**config.mk**
```make
export PLATFORM = sky130hd
export DESIGN_NAME = hs_chirp_ctrl
export DESIGN_NICKNAME = d
export VERILOG_FILES = /design/src/rtl/hs_chirp_pkg.sv /design/src/rtl/hsc_tick_timer.sv /design/src/rtl/hsc_pair_tracker.sv /design/src/rtl/hs_chirp_ctrl.sv
export SDC_FILE = /design/constraint.sdc
export NUM_CORES = 1
export LEC_CHECK = 0
export BUFFER_PORTS_ARGS = -buffer_cell sky130_fd_sc_hd__buf_2
export CORE_ASPECT_RATIO = 2
export CORE_MARGIN = 2
export CORE_UTILIZATION = 54
export DETAILED_ROUTE_END_ITERATION = 12
export PLACE_DENSITY_LB_ADDON = 0.3
export SLEW_MARGIN = 20
export SYNTH_ARGS = -nofsm -noshare
export SYNTH_HDL_FRONTEND = slang
export SYNTH_SLANG_ARGS = --single-unit
```
**constraint.sdc**
```tcl
create_clock -name clk -period 1.4 [get_ports clk]
set_input_delay 0.42 -clock clk [delete_from_list [all_inputs] [get_ports clk]]
set_output_delay 0.42 -clock clk [all_outputs]
set_load 0.05 [all_outputs]
```
**src/rtl/hs_chirp_pkg.sv**
```systemverilog
package hs_chirp_pkg;

  localparam logic [1:0] LS_SE0 = 2'b00;
  localparam logic [1:0] LS_J   = 2'b01;
  localparam logic [1:0] LS_K   = 2'b10;

  localparam logic [1:0] XS_HIGH = 2'b00;
  localparam logic [1:0] XS_FULL = 2'b01;
  localparam logic [1:0] OP_NORM = 2'b00;
  localparam logic [1:0] OP_CHRP = 2'b10;

  typedef enum logic [2:0] {
    ST_IDLE,
    ST_REQ,
    ST_CHIRP,
    ST_STOP,
    ST_ABORT,
    ST_LISTEN,
    ST_HS,
    ST_FS
  } neg_state_e;

endpackage

```
**src/rtl/hsc_tick_timer.sv**
```systemverilog
module hsc_tick_timer #(
  parameter int LIMIT = 3
) (
  input  logic clk,
  input  logic rst_n,
  input  logic clr,
  input  logic tick,
  output logic hit
);
  localparam int W = $clog2(LIMIT + 1);
  localparam logic [W-1:0] LIM = W'(LIMIT);

  logic [W-1:0] cnt_q, cnt_d;

  always_comb begin
    cnt_d = cnt_q;
    if (clr)
      cnt_d = '0;
    else if (tick && (cnt_q != LIM))
      cnt_d = cnt_q + 1'b1;
  end

  always_ff @(posedge clk or negedge rst_n) begin
    if (!rst_n) cnt_q <= '0;
    else        cnt_q <= cnt_d;
  end

  assign hit = (cnt_q == LIM);

  AST_CNT_CAP: assert property (@(posedge clk) disable iff (!rst_n)
    cnt_q <= LIM);
  AST_TICK_GATE: assert property (@(posedge clk) disable iff (!rst_n)
    (!tick && !clr) |=> $stable(cnt_q));

endmodule

```
**src/rtl/hsc_pair_tracker.sv**
```systemverilog
module hsc_pair_tracker
  import hs_chirp_pkg::*;
#(
  parameter int PAIRS = 3
) (
  input  logic       clk,
  input  logic       rst_n,
  input  logic       clr,
  input  logic       sym_new,
  input  logic [1:0] sym,
  output logic       pairs_done
);
  localparam int PW = $clog2(PAIRS + 1);
  localparam logic [PW-1:0] PMAX = PW'(PAIRS);

  logic [PW-1:0] pairs_q, pairs_d;
  logic          want_j_q, want_j_d;

  always_comb begin
    pairs_d  = pairs_q;
    want_j_d = want_j_q;
    if (clr) begin
      pairs_d  = '0;
      want_j_d = 1'b0;
    end else if (sym_new) begin
      if (sym == LS_K) begin
        if (want_j_q) pairs_d = '0;
        want_j_d = 1'b1;
      end else if (sym == LS_J) begin
        if (want_j_q) begin
          if (pairs_q != PMAX) pairs_d = pairs_q + 1'b1;
        end else begin
          pairs_d = '0;
        end
        want_j_d = 1'b0;
      end
    end
  end

  always_ff @(posedge clk or negedge rst_n) begin
    if (!rst_n) begin
      pairs_q  <= '0;
      want_j_q <= 1'b0;
    end else begin
      pairs_q  <= pairs_d;
      want_j_q <= want_j_d;
    end
  end

  assign pairs_done = (pairs_q == PMAX);

  AST_PAIRS_CAP: assert property (@(posedge clk) disable iff (!rst_n)
    pairs_q <= PMAX);
  AST_CLR_EMPTY: assert property (@(posedge clk) disable iff (!rst_n)
    clr |=> (pairs_q == '0) && !want_j_q);

endmodule

```
**src/rtl/hs_chirp_ctrl.sv**
```systemverilog
module hs_chirp_ctrl
  import hs_chirp_pkg::*;
#(
  parameter int QUAL_TICKS      = 3,
  parameter int CHIRP_TICKS     = 1000,
  parameter int CHIRP_MAX_TICKS = 7000,
  parameter int LISTEN_TICKS    = 2000,
  parameter int HOST_PAIRS      = 3
) (
  input  logic       clk,
  input  logic       rst_n,
  input  logic       tick,
  input  logic [1:0] line_state,
  input  logic       tx_ack,
  output logic       tx_req,
  output logic       tx_stop,
  output logic [1:0] xcvr_sel,
  output logic       term_sel,
  output logic [1:0] op_mode,
  output logic       hs_mode,
  output logic       settled
);

  // reset: asserted asynchronously, released on a clock edge
  logic [1:0] rst_pipe;
  logic       rst_ni;
  always_ff @(posedge clk or negedge rst_n) begin
    if (!rst_n) rst_pipe <= 2'b00;
    else        rst_pipe <= {rst_pipe[0], 1'b1};
  end
  assign rst_ni = rst_pipe[1];

  neg_state_e st_q, st_d;

  // line state dwell qualification
  logic [1:0] ls_q;
  logic       ls_change, dwell_hit, line_ok, line_ok_q, sym_new;

  always_ff @(posedge clk or negedge rst_ni) begin
    if (!rst_ni) begin
      ls_q      <= LS_J;
      line_ok_q <= 1'b0;
    end else begin
      ls_q      <= line_state;
      line_ok_q <= line_ok;
    end
  end

  assign ls_change = (line_state != ls_q);
  assign line_ok   = dwell_hit && !ls_change;
  assign sym_new   = line_ok && !line_ok_q;

  hsc_tick_timer #(.LIMIT(QUAL_TICKS)) u_dwell (
    .clk(clk), .rst_n(rst_ni), .clr(ls_change), .tick(tick), .hit(dwell_hit));

  // deadline since SE0 began
  logic in_wait, in_send, elapsed_clr, elapsed_hit;
  assign in_wait     = (st_q == ST_IDLE) || (st_q == ST_FS);
  assign in_send     = (st_q == ST_REQ) || (st_q == ST_CHIRP);
  assign elapsed_clr = !in_send && !(in_wait && (line_state == LS_SE0));

  hsc_tick_timer #(.LIMIT(CHIRP_MAX_TICKS)) u_elapsed (
    .clk(clk), .rst_n(rst_ni), .clr(elapsed_clr), .tick(tick), .hit(elapsed_hit));

  // own chirp length
  logic chirp_hit;
  hsc_tick_timer #(.LIMIT(CHIRP_TICKS)) u_chirp (
    .clk(clk), .rst_n(rst_ni), .clr(st_q != ST_CHIRP), .tick(tick), .hit(chirp_hit));

  // listen window
  logic listen_hit;
  hsc_tick_timer #(.LIMIT(LISTEN_TICKS)) u_listen (
    .clk(clk), .rst_n(rst_ni), .clr(st_q != ST_LISTEN), .tick(tick), .hit(listen_hit));

  // host chirp pairing
  logic pairs_done;
  hsc_pair_tracker #(.PAIRS(HOST_PAIRS)) u_pairs (
    .clk(clk), .rst_n(rst_ni), .clr(st_q != ST_LISTEN),
    .sym_new(sym_new), .sym(line_state), .pairs_done(pairs_done));

  // next state
  always_comb begin
    st_d = st_q;
    unique case (st_q)
      ST_IDLE, ST_FS: if (line_ok && (line_state == LS_SE0)) st_d = ST_REQ;
      ST_REQ: begin
        if (elapsed_hit)  st_d = ST_FS;
        else if (tx_ack)  st_d = ST_CHIRP;
      end
      ST_CHIRP: begin
        if (chirp_hit)        st_d = ST_STOP;
        else if (elapsed_hit) st_d = ST_ABORT;
      end
      ST_STOP:  st_d = ST_LISTEN;
      ST_ABORT: st_d = ST_FS;
      ST_LISTEN: begin
        if (pairs_done)      st_d = ST_HS;
        else if (listen_hit) st_d = ST_FS;
      end
      ST_HS:   st_d = ST_HS;
      default: st_d = ST_IDLE;
    endcase
  end

  always_ff @(posedge clk or negedge rst_ni) begin
    if (!rst_ni) st_q <= ST_IDLE;
    else         st_q <= st_d;
  end

  // output decode
  always_comb begin
    tx_req   = 1'b0;
    tx_stop  = 1'b0;
    xcvr_sel = XS_FULL;
    term_sel = 1'b1;
    op_mode  = OP_NORM;
    hs_mode  = 1'b0;
    settled  = 1'b0;
    unique case (st_q)
      ST_REQ: begin
        tx_req = 1'b1; xcvr_sel = XS_HIGH; op_mode = OP_CHRP;
      end
      ST_CHIRP, ST_LISTEN: begin
        xcvr_sel = XS_HIGH; op_mode = OP_CHRP;
      end
      ST_STOP, ST_ABORT: begin
        tx_stop = 1'b1; xcvr_sel = XS_HIGH; op_mode = OP_CHRP;
      end
      ST_HS: begin
        xcvr_sel = XS_HIGH; term_sel = 1'b0; hs_mode = 1'b1; settled = 1'b1;
      end
      ST_FS: settled = 1'b1;
      default: ;
    endcase
  end

  AST_START_AFTER_SE0: assert property (@(posedge clk) disable iff (!rst_ni)
    $rose(tx_req) |-> ($past(line_state) == LS_SE0));
  AST_REQ_HELD: assert property (@(posedge clk) disable iff (!rst_ni)
    (tx_req && !tx_ack && !elapsed_hit) |=> tx_req);
  AST_STOP_SINGLE: assert property (@(posedge clk) disable iff (!rst_ni)
    tx_stop |=> !tx_stop);
  AST_HS_STICKY: assert property (@(posedge clk) disable iff (!rst_ni)
    hs_mode |=> (hs_mode && !term_sel && (op_mode == OP_NORM)));
  AST_FS_AFTER_WINDOW: assert property (@(posedge clk) disable iff (!rst_ni)
    (listen_hit && !pairs_done && (st_q == ST_LISTEN)) |=> (settled && !hs_mode));

endmodule

```
Yosys cells after proc, flatten, opt, wreduce, memory -nomap -nowiden:

Cells that the tools add are included.

* register bits: 47
* input port bits: 6
* output and inout port bits: 9

* add/sub/neg operators: 5
* equal/unequal tests: 28
* multiplexer cells: 34
* reduce and logical (&&, ||, !) cells: 31

Operator list (count)
* $mux W13: 2
* $mux W11: 2
* $mux W3: 7
* $pmux W3 S7: 1
* $mux W10: 2
* $mux W2: 10
* $add A13 B1 Y13 const B: 1
* $eq A13 B13 Y1 const B: 1
* $ne A13 B13 Y1 const B: 1
* $eq A3 B3 Y1 const B: 4
* $ne A3 B3 Y1 const B: 4
* $add A11 B1 Y11 const B: 1
* $eq A11 B11 Y1 const B: 1
* $ne A11 B11 Y1 const B: 1
* $add A10 B1 Y10 const B: 1
* $eq A10 B10 Y1 const B: 1
* $mux W1: 10
* $ne A10 B10 Y1 const B: 1
* $reduce_bool A2 Y1: 5
* $logic_and A1 B1 Y1: 9
* $reduce_and A4 Y1: 2
* $eq A2 B2 Y1 const B: 3
* $eq A3 B2 Y1 const B: 2
* $ne A2 B2 Y1 const B: 3
* 15 further kinds: 23

Logic depth before layout (Yosys ltp):

Gate-level depths: netlist of the first run.

* depth after elaboration: 7
* gate-level depth with buffers: 7
* gate-level depth less buffers: 7

Cells and area by module:

From an unflattened synthesis of the first run, not the netlist that was laid out.

* cells, all modules: 310
* area total of the unflattened synthesis: 2950.3 µm²

Modules (own cells, without submodules)
* hsc_tick_timer at u_elapsed: instances 1, cells each 84, area an instance 842.1 µm², sequential area each 325.3 µm²
* hsc_tick_timer at u_chirp: instances 1, cells each 66, area an instance 619.3 µm², sequential area each 250.2 µm²
* hsc_tick_timer at u_listen: instances 1, cells each 65, area an instance 615.6 µm², sequential area each 275.3 µm²
* hs_chirp_ctrl: instances 1, cells each 64, area an instance 545.5 µm², sequential area each 201.4 µm²
* hsc_pair_tracker: instances 1, cells each 21, area an instance 203.9 µm², sequential area each 75.1 µm²
* hsc_tick_timer at u_dwell: instances 1, cells each 10, area an instance 123.9 µm², sequential area each 50.0 µm²

Least setup slack after synthesis of the first run:

Ideal clock, no wire load.

* path kind: register -> register
* start: reg st_q[0]
* end: reg st_q[2]
* library setup time: 0.123 ns
* arrival: 2.388 ns
* data required time: 1.277 ns
* setup slack: -1.111 ns
* stages on the path, launching flop included: 6
* buffers on the path: 0
* path through: dfrtp_1 nor3b_1 o2bb2ai_1 o21ai_0 and2_1 o221a_2

* word-level cells in the longest chain between the ends: 4

RTL lines
* start, declared: RTL line hs_chirp_ctrl.sv:33 `neg_state_e st_q, st_d;`
* start signal, assigned: RTL line hs_chirp_ctrl.sv:107 `else st_q <= st_d;`
* $eq A3 B3 Y1 or $logic_not A3 Y1 (tied branches): RTL line hs_chirp_ctrl.sv:84 `unique case (st_q)`
* $reduce_or A2 Y1: RTL line hs_chirp_ctrl.sv:84
* $ne A2 B2 Y1 (no source line)
* $reduce_and A4 Y1 (no source line)

Parallel ways exist; a longest one is shown, timed or not.
A chain may end at the register's enable or synchronous reset.

Worst setup path after layout of the first run:

* start: reg u_listen.cnt_q[0]
* end: reg st_q[0]

* word-level cells in the longest chain between the ends: 3

RTL lines
* start, declared: RTL line hsc_tick_timer.sv:13 `logic [W-1:0] cnt_q, cnt_d;`
* start signal, assigned: RTL line hsc_tick_timer.sv:25 `else cnt_q <= cnt_d;`
* $eq A11 B11 Y1: RTL line hsc_tick_timer.sv:28 `assign hit = (cnt_q == LIM);`
* $ne A3 B3 Y1 (no source line)
* $reduce_and A4 Y1 (no source line)

No other way between the ends.

==> flow_summary.ini, run 1 <==
[layout]
design_area_sq_um = 4090
final_core_util_pct = 89.0
final_nets = 401
area_growth_pct = 58.3
layout-drive-gt1-share_pct = 51.3
insertedDiodeCount = 0
fin_cells = 443

[synth]
yosysSeqAreaShare_pct = 45.5
yosys_register_bits = 47
ys_warn_count = 0
netlist_instances = 278
avgSynthCellArea_sq_um = 9.30
synthDistinctLibCells = 47
synth_edf_count = 0
async_reset_ff_share_pct = 100
syn_area_sq_um = 2580
synthFlopType = dfrtp_1

[floorplan]
ios = 15
die_w_microns = 52.9
num_rows = 35
start_util_pct = 56.2
die_h_microns = 102
dieArea_sq_um = 5390
core_area_sq_um = 4600

[clocking]
cts_buffers = 5
cts_root_buf = clkbuf_8
htree_levels = 2
insertion_delay_ns = 0.31
clkSinkCount = 47
cts_tree = built
path_clk_slew_ns = 0.09
cts_buffer_depth = 2

[power_and_ir_drop]
leakage_uw = 0.00179
powerDensity_nw_per_um2 = 1350
ir_drop_v = 0.00202

[timing]
fin_crit_ns = 1.98
rsz0062_at_grt = true
slew_viol_final = 0
layout_setup_ws_ns = -0.581
hold_viol = 0
finalSetupViolCount = 45
finalCritPeriodShare_pct = 141
clock_skew_ns = 0.00753
max_freq_mhz = 505
tns_ns = -12.43

[place]
placed_cells = 412
gp_congestion = 0.779
dp_hpwl_microns = 4720
port_buffers = 12
place_area_sq_um = 3380
pre_cts_slack_ns = -0.421

[route]
drc = 0
met1_length_microns = 3290
vias_per_cell = 6.13
wl_met3_microns = 427
post_drt_wl_per_cell_microns = 22.0
wl_microns = 9720
wl_met2_microns = 5600
vias = 2714
drt-initial-drc-count = 122
detail-route-antenna-nets = 0
dr.pass1.iters = 5
top_layer = met4

[job]
cap_violations = 0

[run_status]
violations = negative setup slack
status = finished, violations left

[worst_setup_path]
r2r_end = st_q[0]$_DFFE_PN0P_
crit_fanout = 4
start_kind = register
timing.rr.start = u_listen.cnt_q[0]$_DFFE_PN0P_
rrSetupSlack_ns = -0.58
worst-r2r-cell-count = 8
cp.arrival_ns = 2.21
crit_type = reg2reg
crit_required_ns = 1.63
cp-end-kind = register

[worst_hold_path]
hold_class = reg2async

[global_route]
grt_max_degree = 32
grt_pass1_wl_microns = 12900
grt_pass1_vias = 2776
grt_overflow = 0
grtUsageTotal_pct = 33.1
antenna_found_initial = 0
logic make-up after synthesis:
family                   count (synthesis)  synth area share (%)
multiplexers                             2                 0.774
XOR/XNOR                                31                  10.5
other                                    2                 0.291
adder cells (fa/ha/maj)                  8                  3.87
flip-flops                              47                  45.5
buffers and inverters                   23                  3.82
AND/OR/NAND/NOR                        134                  27.2
AO/OA/AOI/OAI                           31                  7.99
how the worst max path moves through the flow:
| stage | depth (start not counted) | slack (ns) | to | from |
|---|---|---|---|---|
| floorplan | 7 | -0.37 | st_q[2]$_DFFE_PN0P_ | u_listen.cnt_q[0]$_DFFE_PN0P_ |
| global placement | 7 | -0.34 | st_q[2]$_DFFE_PN0P_ | u_elapsed.cnt_q[0]$_DFFE_PN0P_ |
| detailed placement | 7 | -0.42 | st_q[2]$_DFFE_PN0P_ | u_listen.cnt_q[1]$_DFFE_PN0P_ |
| CTS | 4 | -0.42 | xcvr_sel[0] | st_q[2]$_DFFE_PN0P_ |
| global route | 8 | -0.62 | st_q[0]$_DFFE_PN0P_ | u_listen.cnt_q[0]$_DFFE_PN0P_ |
| finish | 8 | -0.58 | st_q[0]$_DFFE_PN0P_ | u_listen.cnt_q[0]$_DFFE_PN0P_ |
critical path, stage by stage, from the launching register on:
cell,delay (ns)
dfrtp_1,0.41
inv_2,0.10
ha_4,0.13
and4bb_2,0.28
nand3_2,0.14
buf_6,0.18
a22oi_1,0.24
and2_4,0.22
o22a_1,0.21
metal layers:
layer,track usage [%],vias to the layer above
met5,0,-
met4,14.4,0
met3,5.41,43
met2,62.6,119
met1,33.9,1379
li1,-,1173
metrics by stage:
stage | hold WS, ns | power, uW
2_1_floorplan | 0.124 | 2970
3_3_place_gp | 0.186 | 3540
5_1_grt | 0.199 | 5690
4_1_cts | 0.198 | 5000
3_5_place_dp | 0.188 | 3600
6_report | 0.188 | 5520
cell type report:
type	count	area [sq um]
multi-input cells	209	1740
well taps	55	68.8
clock buffers	7	86.3
flip-flops and latches	47	1180
inverters	14	62.6
repair buffers	110	946
fillers	193	507
clock inverters	1	5.00
power by group:
group	internal (uW)	switching [uW]	leakage (uW)
clock	400	484	0.0000482
combinational	1380	1710	0.00111
sequential	1450	98.7	0.000633
total	3230	2290	0.00179
timing repair:
item	in CTS	in global routing
setup endpoints to repair	43	47
hold endpoints to repair	2	0
gates resized for setup	58	48
cloned	1	0
buffers inserted	14	10
hold buffers	1	0
pin swaps	13	23
cell usage in the layout (no fill, tap or decap), drive strengths merged, types with 2 or more instances in the layout:
| master | n |
|---|---|
| mux2i | 2 |
| dfrtp | 46 |
| clkinvlp | 2 |
| clkbuf | 7 |
| or3 | 2 |
| o21ai | 7 |
| buf | 109 |
| nor3 | 8 |
| a21oi | 9 |
| xor2 | 16 |
| nor2 | 49 |
| nor4bb | 3 |
| or3b | 2 |
| and4 | 5 |
| nand2 | 20 |
| ha | 8 |
| nand2b | 2 |
| inv | 12 |
| nand3 | 17 |
| conb | 3 |
| a31oi | 2 |
| and3 | 3 |
| a22o | 2 |
| nor2b | 3 |
| nand4bb | 2 |
| nand4 | 10 |
| xnor2 | 15 |
| and2 | 2 |
sequential cells by signal, indices dropped and copies added (netlist names):
name,flops
u_elapsed.cnt_q,13
u_listen.cnt_q,11
u_chirp.cnt_q,10
st_q,3
ls_q,2
rst_pipe,2
u_dwell.cnt_q,2
u_pairs.pairs_q,2
line_ok_q,1
u_pairs.want_j_q,1
synthesized netlist by cell type, types with 3 or more instances:
| library cell | count | area share (%) |
|---|---|---|
| nand2_1 | 20 | 2.9 |
| nand4_1 | 10 | 2.4 |
| buf_4 | 3 | 0.87 |
| nor2_1 | 49 | 7.1 |
| a21oi_1 | 9 | 1.7 |
| nor2b_1 | 3 | 0.73 |
| and4_1 | 5 | 1.7 |
| o21ai_0 | 7 | 1.4 |
| xor2_1 | 16 | 5.4 |
| nand3_1 | 17 | 3.3 |
| clkbuf_1 | 5 | 0.73 |
| nor4bb_1 | 3 | 1.2 |
| inv_1 | 14 | 2.0 |
| dfrtp_1 | 46 | 45 |
| xnor2_1 | 15 | 5.1 |
| nor3_1 | 8 | 1.5 |
| ha_1 | 8 | 3.9 |
Note: power is estimated with default switching activity, not from simulation.
==> run 2: changes to the inputs <==
--- a/config.mk
+++ b/config.mk
@@ -11,6 +11,7 @@
 export CORE_UTILIZATION = 54
 export DETAILED_ROUTE_END_ITERATION = 12
 export PLACE_DENSITY_LB_ADDON = 0.3
+export SETUP_SLACK_MARGIN = 0.5
 export SLEW_MARGIN = 20
 export SYNTH_ARGS = -nofsm -noshare
 export SYNTH_HDL_FRONTEND = slang
==> run 2 against run 1 <==
Synthesized cell count unchanged. The run now fails in global routing (5_1_grt). Synthesized area unchanged.
==> flow_summary.ini, run 2 <==
[place]
place_area_sq_um = 3450
dp_hpwl_microns = 4720
gp_congestion = 0.808
port_buffers = 12

[synth]
yosysSeqAreaShare_pct = 45.5
synth_area_leaders = dfrtp_1 (45%), nor2_1 (7.1%), xor2_1 (5.4%)
yosysTopAreaCellShare_pct = 44.5
yosys-top-cells-count = nor2_1 (49), dfrtp_1 (46), nand2_1 (20)
yosys_register_bits = 47
avgSynthCellArea_sq_um = 9.30
synth_area_leader_cell = dfrtp_1
netlist_instances = 278
synthFlopType = dfrtp_1
synth_edf_count = 0
ys_warn_count = 0
async_reset_ff_share_pct = 100
synthDistinctLibCells = 47
syn_area_sq_um = 2580
yosysMostFrequentCell = nor2_1

[floorplan]
die_w_microns = 52.9
ios = 15
start_util_pct = 56.2
num_rows = 35
die_h_microns = 102

[timing]
worst_endpoint = st_q[2]$_DFFE_PN0P_/D
endpoint_type = register data pin

[clocking]
cts_buffers = 5
cts_root_buf = clkbuf_8
htree_levels = 2
cts_buffer_depth = 2
clkSinkCount = 47

[global_route]
grt_max_degree = 46
grt_overflow = 250
grtUsageTotal_pct = 89.2

[run_status]
error_line = [ERROR GRT-0232] Routing congestion too high. Check the congestion heatmap in the GUI.
stop_stage = global routing (5_1_grt)
status = aborted with a tool error
-- run 2: cell counts after synthesis --
No cell type changed its count.
-- run 2: metal layers --
layer / global-route usage (%) / GRT overflow
met5: 6.25 / 0
met1: 83.2 / 1
met2: 111 / 164
met4: 105 / 85
met3: 64.2 / 0
-- run 2: cells by family after synthesis --
logic type	after synthesis	share of synthesized area [%]
AOI/OAI and AO/OA	31	7.99
xor gates and xnor gates	31	10.5
adders and majority gates	8	3.87
buffers and inverters	23	3.82
DFF	47	45.5
muxes	2	0.774
other	2	0.291
and+or+nand+nor	134	27.2
-- run 2: stage by stage --
step | std cells | util, % | setup slack, ns
after floorplan | 279 | - | -0.366
after global placement | 416 | 75.1 | -0.325
after CTS | 447 | 87.4 | -0.425
after detailed placement | 416 | 75.1 | -0.410
-- run 2: timing repair --
action	in CTS
hold endpoints to repair	2
cloned	2
pin swaps	23
hold buffers	1
resized for setup	69
buffers inserted	20
setup endpoints to repair	50
==> run 3: changes to the inputs <==
--- a/config.mk
+++ b/config.mk
@@ -6,12 +6,10 @@
 export NUM_CORES = 1
 export LEC_CHECK = 0
 export BUFFER_PORTS_ARGS = -buffer_cell sky130_fd_sc_hd__buf_2
-export CORE_ASPECT_RATIO = 2
 export CORE_MARGIN = 2
-export CORE_UTILIZATION = 54
+export CORE_UTILIZATION = 39
 export DETAILED_ROUTE_END_ITERATION = 12
-export PLACE_DENSITY_LB_ADDON = 0.3
-export SETUP_SLACK_MARGIN = 0.5
+export PLACE_DENSITY_LB_ADDON = 0.15
 export SLEW_MARGIN = 20
 export SYNTH_ARGS = -nofsm -noshare
 export SYNTH_HDL_FRONTEND = slang
==> constraint.sdc (replaced) <==
create_clock -name clk -period 1.8 [get_ports clk]
set_input_delay 0.54 -clock clk [delete_from_list [all_inputs] [get_ports clk]]
set_output_delay 0.54 -clock clk [all_outputs]
set_load 0.05 [all_outputs]
==> run 3 against run 2 <==
The flow now finishes, with violations (negative setup slack).
==> flow_summary.ini, run 3 (synthesis results as in run 1) <==
[layout]
largest_register_ffs = 13
final_core_util_pct = 55.9
layout-drive-gt1-share_pct = 35.6
final_nets = 367
regMostFlops = u_elapsed.cnt_q
final_cell_mix = buf_4 (57), nor2_1 (47), dfrtp_1 (44)
reg_top3 = u_elapsed.cnt_q x13, u_listen.cnt_q x11, u_chirp.cnt_q x10
insertedDiodeCount = 0
final_common_cell = buf_4
area_growth_pct = 38.2

[worst_setup_path]
crit_type = reg2out
path_cells = buf_6 > nor3_4 > nand2b_4 > buf_8
crit_required_ns = 1.26
crit_buf_inv = 2
rrSetupSlack_ns = -0.03
worst-r2r-cell-count = 8
crit_fanout = 6
critical_path.slowest_cell = dfrtp_1
startpoint = st_q[0]$_DFFE_PN0P_
cpPeakStageDelay_ns = 0.43
cp_top_family = flip-flops
start_kind = register
cp.arrival_ns = 1.39
r2r_end = st_q[2]$_DFFE_PN0P_
timing.rr.start = st_q[0]$_DFFE_PN0P_
cp-end-kind = output pin

[power_and_ir_drop]
ir_drop_v = 0.000889
leakage_uw = 0.00159
powerDensity_nw_per_um2 = 1090

[route]
drc = 0
post_drt_wl_per_cell_microns = 13.1
vias_per_cell = 5.09
dr.pass1.iters = 4
detail-route-antenna-nets = 0
wl_microns = 5660
drt-initial-drc-count = 86
vias = 2195

[floorplan]
dieArea_sq_um = 7300
num_rows = 29
start_util_pct = 40.5
die_h_microns = 85.4
ios = 15
core_area_sq_um = 6390
die_w_microns = 85.4

[place]
pre_cts_slack_ns = -0.102
port_buffers = 12
dp_hpwl_microns = 3860
gp_congestion = 0.800

[timing]
tns_ns = -0.605
slew_viol_final = 0
fin_crit_ns = 1.93
worstMarginPinSlew_ns = 0.569
finalCritPeriodShare_pct = 107
hold_viol = 0
rsz0062_at_grt = true
layout_setup_ws_ns = -0.128
slew-limit-headroom_pct = 62.1
max_freq_mhz = 519
finalSetupViolCount = 8
clock_skew_ns = 0.0105

[clocking]
cts_tree = built
cts_buffer_depth = 2
cts_buffers = 5
insertion_delay_ns = 0.30
path_clk_slew_ns = 0.09
htree_levels = 2
clkSinkCount = 47
cts_root_buf = clkbuf_8

[run_status]
status = finished, violations left
violations = negative setup slack

[global_route]
grt_pass1_wl_microns = 9520
grt_pass1_vias = 2099
grt_max_degree = 46
grt_overflow = 0
grtUsageTotal_pct = 16.2
antenna_found_initial = 0

[worst_hold_path]
hold_class = reg2async

[job]
cap_violations = 0
[run 3: worst max-delay path by stage]
stage / endpoint / slack, ns / cells after the start
detailed placement: st_q[2]$_DFFE_PN0P_ / -0.10 / 7
CTS: xcvr_sel[0] / -0.12 / 4
global placement: st_q[2]$_DFFE_PN0P_ / -0.08 / 6
finish: xcvr_sel[0] / -0.13 / 4
floorplan: st_q[2]$_DFFE_PN0P_ / -0.07 / 6
global route: xcvr_sel[0] / -0.19 / 4
[run 3: final cells by class]
type | instances | area (sq um)
repair buffers | 76 | 633
well taps | 77 | 96.3
inverters | 14 | 56.3
clock buffers | 8 | 100
multi-input cells | 209 | 1510
fillers | 553 | 2810
flip-flops and latches | 47 | 1180
[run 3: stage by stage]
| stage | cells | power (uW) | area (sq um) | hold WS (ns) |
|---|---|---|---|---|
| global placement | 407 | 2660 | 3100 | 0.326 |
| floorplan | 279 | 2180 | 2630 | 0.244 |
| CTS | 422 | 3660 | 3350 | 0.366 |
| global route | 431 | 4150 | 3570 | 0.375 |
| detailed placement | 407 | 2660 | 3100 | 0.327 |
| finish | 431 | 3900 | 3570 | 0.337 |
[run 3: where the power goes]
part	switching [uW]	internal [uW]	leakage (uW)
Sequential	56.5	1120	0.000634
Combinational	1070	950	0.000902
Clock	351	351	0.0000515
[run 3: repair_timing]
| item | 4_1_cts | 5_1_grt |
|---|---|---|
| endpoints found under the hold margin | 2 | 0 |
| setup buffers | 6 | 10 |
| resized for setup | 25 | 38 |
| hold buffers | 1 | 0 |
| pin swaps | 4 | 19 |
| setup endpoints to repair | 12 | 21 |
[run 3: per-layer routing]
layer / GRT usage, % / part of all wire (%) / vias to the layer above
li1: - / - / 1110
met1: 21.8 / 47 / 1064
met2: 26.4 / 50 / 15
met3: 3.21 / 1.8 / 6
met4: 4.76 / 0.97 / 0
met5: 0 / 0 / -
==> run 4: changes to the inputs <==
--- a/config.mk
+++ b/config.mk
@@ -6,11 +6,11 @@
 export NUM_CORES = 1
 export LEC_CHECK = 0
 export BUFFER_PORTS_ARGS = -buffer_cell sky130_fd_sc_hd__buf_2
-export CORE_MARGIN = 2
 export CORE_UTILIZATION = 39
 export DETAILED_ROUTE_END_ITERATION = 12
 export PLACE_DENSITY_LB_ADDON = 0.15
 export SLEW_MARGIN = 20
 export SYNTH_ARGS = -nofsm -noshare
 export SYNTH_HDL_FRONTEND = slang
+export SYNTH_HIERARCHICAL = 1
 export SYNTH_SLANG_ARGS = --single-unit
==> run 4 against run 3 <==
The run still ends with negative setup slack left. Synthesized cell count increased by 12%. Flip-flop and latch count stayed put. Fmax is 3.7% lower. Critical path type unchanged. Largest power group unchanged.
==> flow_summary.ini, run 4 <==
[run_status]
status = finished, violations left
violations = negative setup slack

[worst_hold_path]
hold_class = reg2async

[route]
vias_per_cell = 5.20
vias = 2518
dr.pass1.iters = 4
wl_met3_microns = 125
top_layer = met4
post_drt_wl_per_cell_microns = 13.3
drt-initial-drc-count = 92
drc = 0
detail-route-antenna-nets = 0
wl_met2_microns = 3040
wl_microns = 6430
met1_length_microns = 3200

[synth]
synthFlopType = dfrtp_1
yosysTopAreaCellShare_pct = 39.0
ys_warn_count = 6
async_reset_ff_share_pct = 100
synth_area_leaders = dfrtp_1 (39%), a21oi_1 (3.7%), ha_1 (3.4%)
synthDistinctLibCells = 62
netlist_instances = 310
syn_area_sq_um = 2950
synth_edf_count = 0
synth_area_leader_cell = dfrtp_1
yosysMostFrequentCell = dfrtp_1
yosys_register_bits = 47
yosys-top-cells-count = dfrtp_1 (46), nor2_1 (25), a21oi_1 (22)
yosysSeqAreaShare_pct = 39.9
avgSynthCellArea_sq_um = 9.52

[place]
dp_hpwl_microns = 4620
pre_cts_slack_ns = -0.164
port_buffers = 12
gp_congestion = 0.762

[global_route]
grtUsageTotal_pct = 17.5
grt_max_degree = 46
antenna_found_initial = 0
grt_pass1_vias = 2286
grt_pass1_wl_microns = 10700
grt_overflow = 0

[power_and_ir_drop]
power.net_switching_uw = 1180
swShare_pct = 35.4
ir_drop_v = 0.00112
pwr-share-clk_pct = 21.4
pwr-share-comb_pct = 43.8
sequentialPowerShare_pct = 34.8
p_int_uw = 2150
leakage_uw = 0.00164
powerDensity_nw_per_um2 = 880

[timing]
fin_crit_ns = 2.00
finalCritPeriodShare_pct = 111
max_freq_mhz = 500
clock_skew_ns = 0.00919
rsz0062_at_grt = true
layout_setup_ws_ns = -0.202
finalSetupViolCount = 10
slew_viol_final = 0
hold_viol = 0

[layout]
final_core_util_pct = 52.0
ff_latch_area_sq_um = 1180
fillers = 724
final_common_cell = buf_4
reg_top3 = u_elapsed/cnt_q x13, u_listen/cnt_q x11, u_chirp/cnt_q x10
multiInputGateArea_sq_um = 1690
layout-drive-gt1-share_pct = 31.9
area_growth_pct = 28.6
final_nets = 398
largest_register_ffs = 13
insertedDiodeCount = 0
final_cell_mix = buf_4 (60), dfrtp_1 (43), nor2_1 (22), a21oi_1 (22), nand2_1 (19)
regMostFlops = u_elapsed/cnt_q

[job]
cap_violations = 0

[floorplan]
num_rows = 31
ios = 15
start_util_pct = 40.5
die_h_microns = 89.0
die_w_microns = 89.0
core_area_sq_um = 7290
dieArea_sq_um = 7920

[clocking]
cts_tree = built
cts_root_buf = clkbuf_8
cts_buffer_depth = 2
insertion_delay_ns = 0.30
clkSinkCount = 47
htree_levels = 2
cts_buffers = 5
path_clk_slew_ns = 0.09

[worst_setup_path]
crit_required_ns = 1.26
cpPeakStageDelay_ns = 0.45
critical_path.slowest_cell = dfrtp_2
cp-end-kind = output pin
crit_type = reg2out
cp.arrival_ns = 1.46
start_kind = register
crit_fanout = 5
path_cells = or3_4 > and2_4 > buf_8
## run 4: cell count changes in the layout (fill, tap and decap cells not counted), moves of 8 or more
cell	before	now
nor2_1	47	22
xor2_1	16	5
inv_1	9	17
o31ai_1	0	9
xnor2_1	14	2
or4_1	0	8
nand2b_1	1	11
a21oi_1	6	22
## run 4: path summary, 6_finish.rpt
check,start,to,slack [ns],depth (start not counted)
worst max-delay path,st_q[0]$_DFFE_PN0P_,op_mode[1],-0.20,3
worst min-delay path,rst_pipe[1]$_DFF_PN0_,u_chirp/cnt_q[3]$_DFFE_PN0P_,0.25,1
worst max register to register,st_q[0]$_DFFE_PN0P_,st_q[0]$_DFFE_PN0P_,-0.07,10
worst min register to register,rst_pipe[1]$_DFF_PN0_,u_chirp/cnt_q[3]$_DFFE_PN0P_,0.25,1
max in group asynchronous,rst_n,rst_pipe[1]$_DFF_PN0_,1.14,2
min in group clk,rst_pipe[0]$_DFF_PN0_,rst_pipe[1]$_DFF_PN0_,0.38,0
## run 4: kinds of logic (layout without fill, tap and decap cells)
group | count (synthesis) | after routing | synth area share (%)
AND/OR/NAND/NOR | 142 | 142 | 29.3
buffers and inverters | 28 | 102 | 4.96
XOR/XNOR | 7 | 7 | 2.08
AO/OA/AOI/OAI | 62 | 62 | 14.3
flip-flops | 47 | 47 | 39.9
other | 2 | 3 | 0.255
multiplexers | 14 | 14 | 5.81
adder cells (fa/ha/maj) | 8 | 8 | 3.39
## run 4: timing repair
action / 4_1_cts / 5_1_grt
setup buffers: 10 / 4
resized for setup: 20 / 12
hold endpoints to repair: 0 / 2
setup endpoints to repair: 10 / 14
hold buffers: 0 / 1
pin swaps: 3 / 5
## run 4: worst max-delay path, delay by kind of cell (launching register included)
kind / cells / cell delay, ns
buf+inv: 1 / 0.14
simple gates: 2 / 0.56
flops: 1 / 0.45
## run 4: power groups by stage
stage	sequential (uW)	combinational, uW	clock (uW)
6_report	1160	1460	716
5_1_grt	1170	1570	795
4_1_cts	1160	1360	745
3_5_place_dp	1180	1170	0
3_3_place_gp	1180	1160	0
2_1_floorplan	1180	837	0
## run 4: area by class of cell
cell class                      instances  area share, %
Timing Repair Buffer                   77           16.6
Tap cell                               99           3.27
Multi-Input combinational cell        236           44.6
Clock inverter                          1          0.198
Inverter                               17           1.68
Sequential cell                        47           31.1
Clock buffer                            7           2.54
## run 4: routing by layer
metal | vias up | track usage [%]
met5 | - | 0
met4 | 0 | 5.19
met3 | 6 | 3.14
met2 | 22 | 28.8
met1 | 1217 | 23.6
li1 | 1273 | -
## run 4: stage by stage
stage | hold slack, ns | instances | instance area, sq um | TNS, ns | total power [uW]
floorplan | 0.244 | 311 | 2980 | -0.930 | 2020
global placement | 0.257 | 463 | 3490 | -0.511 | 2340
detailed placement | 0.264 | 463 | 3490 | -0.665 | 2340
CTS | 0.00423 | 481 | 3720 | -0.884 | 3260
global route | 0.288 | 484 | 3790 | -1.66 | 3530
finish | 0.247 | 484 | 3790 | -1.02 | 3340
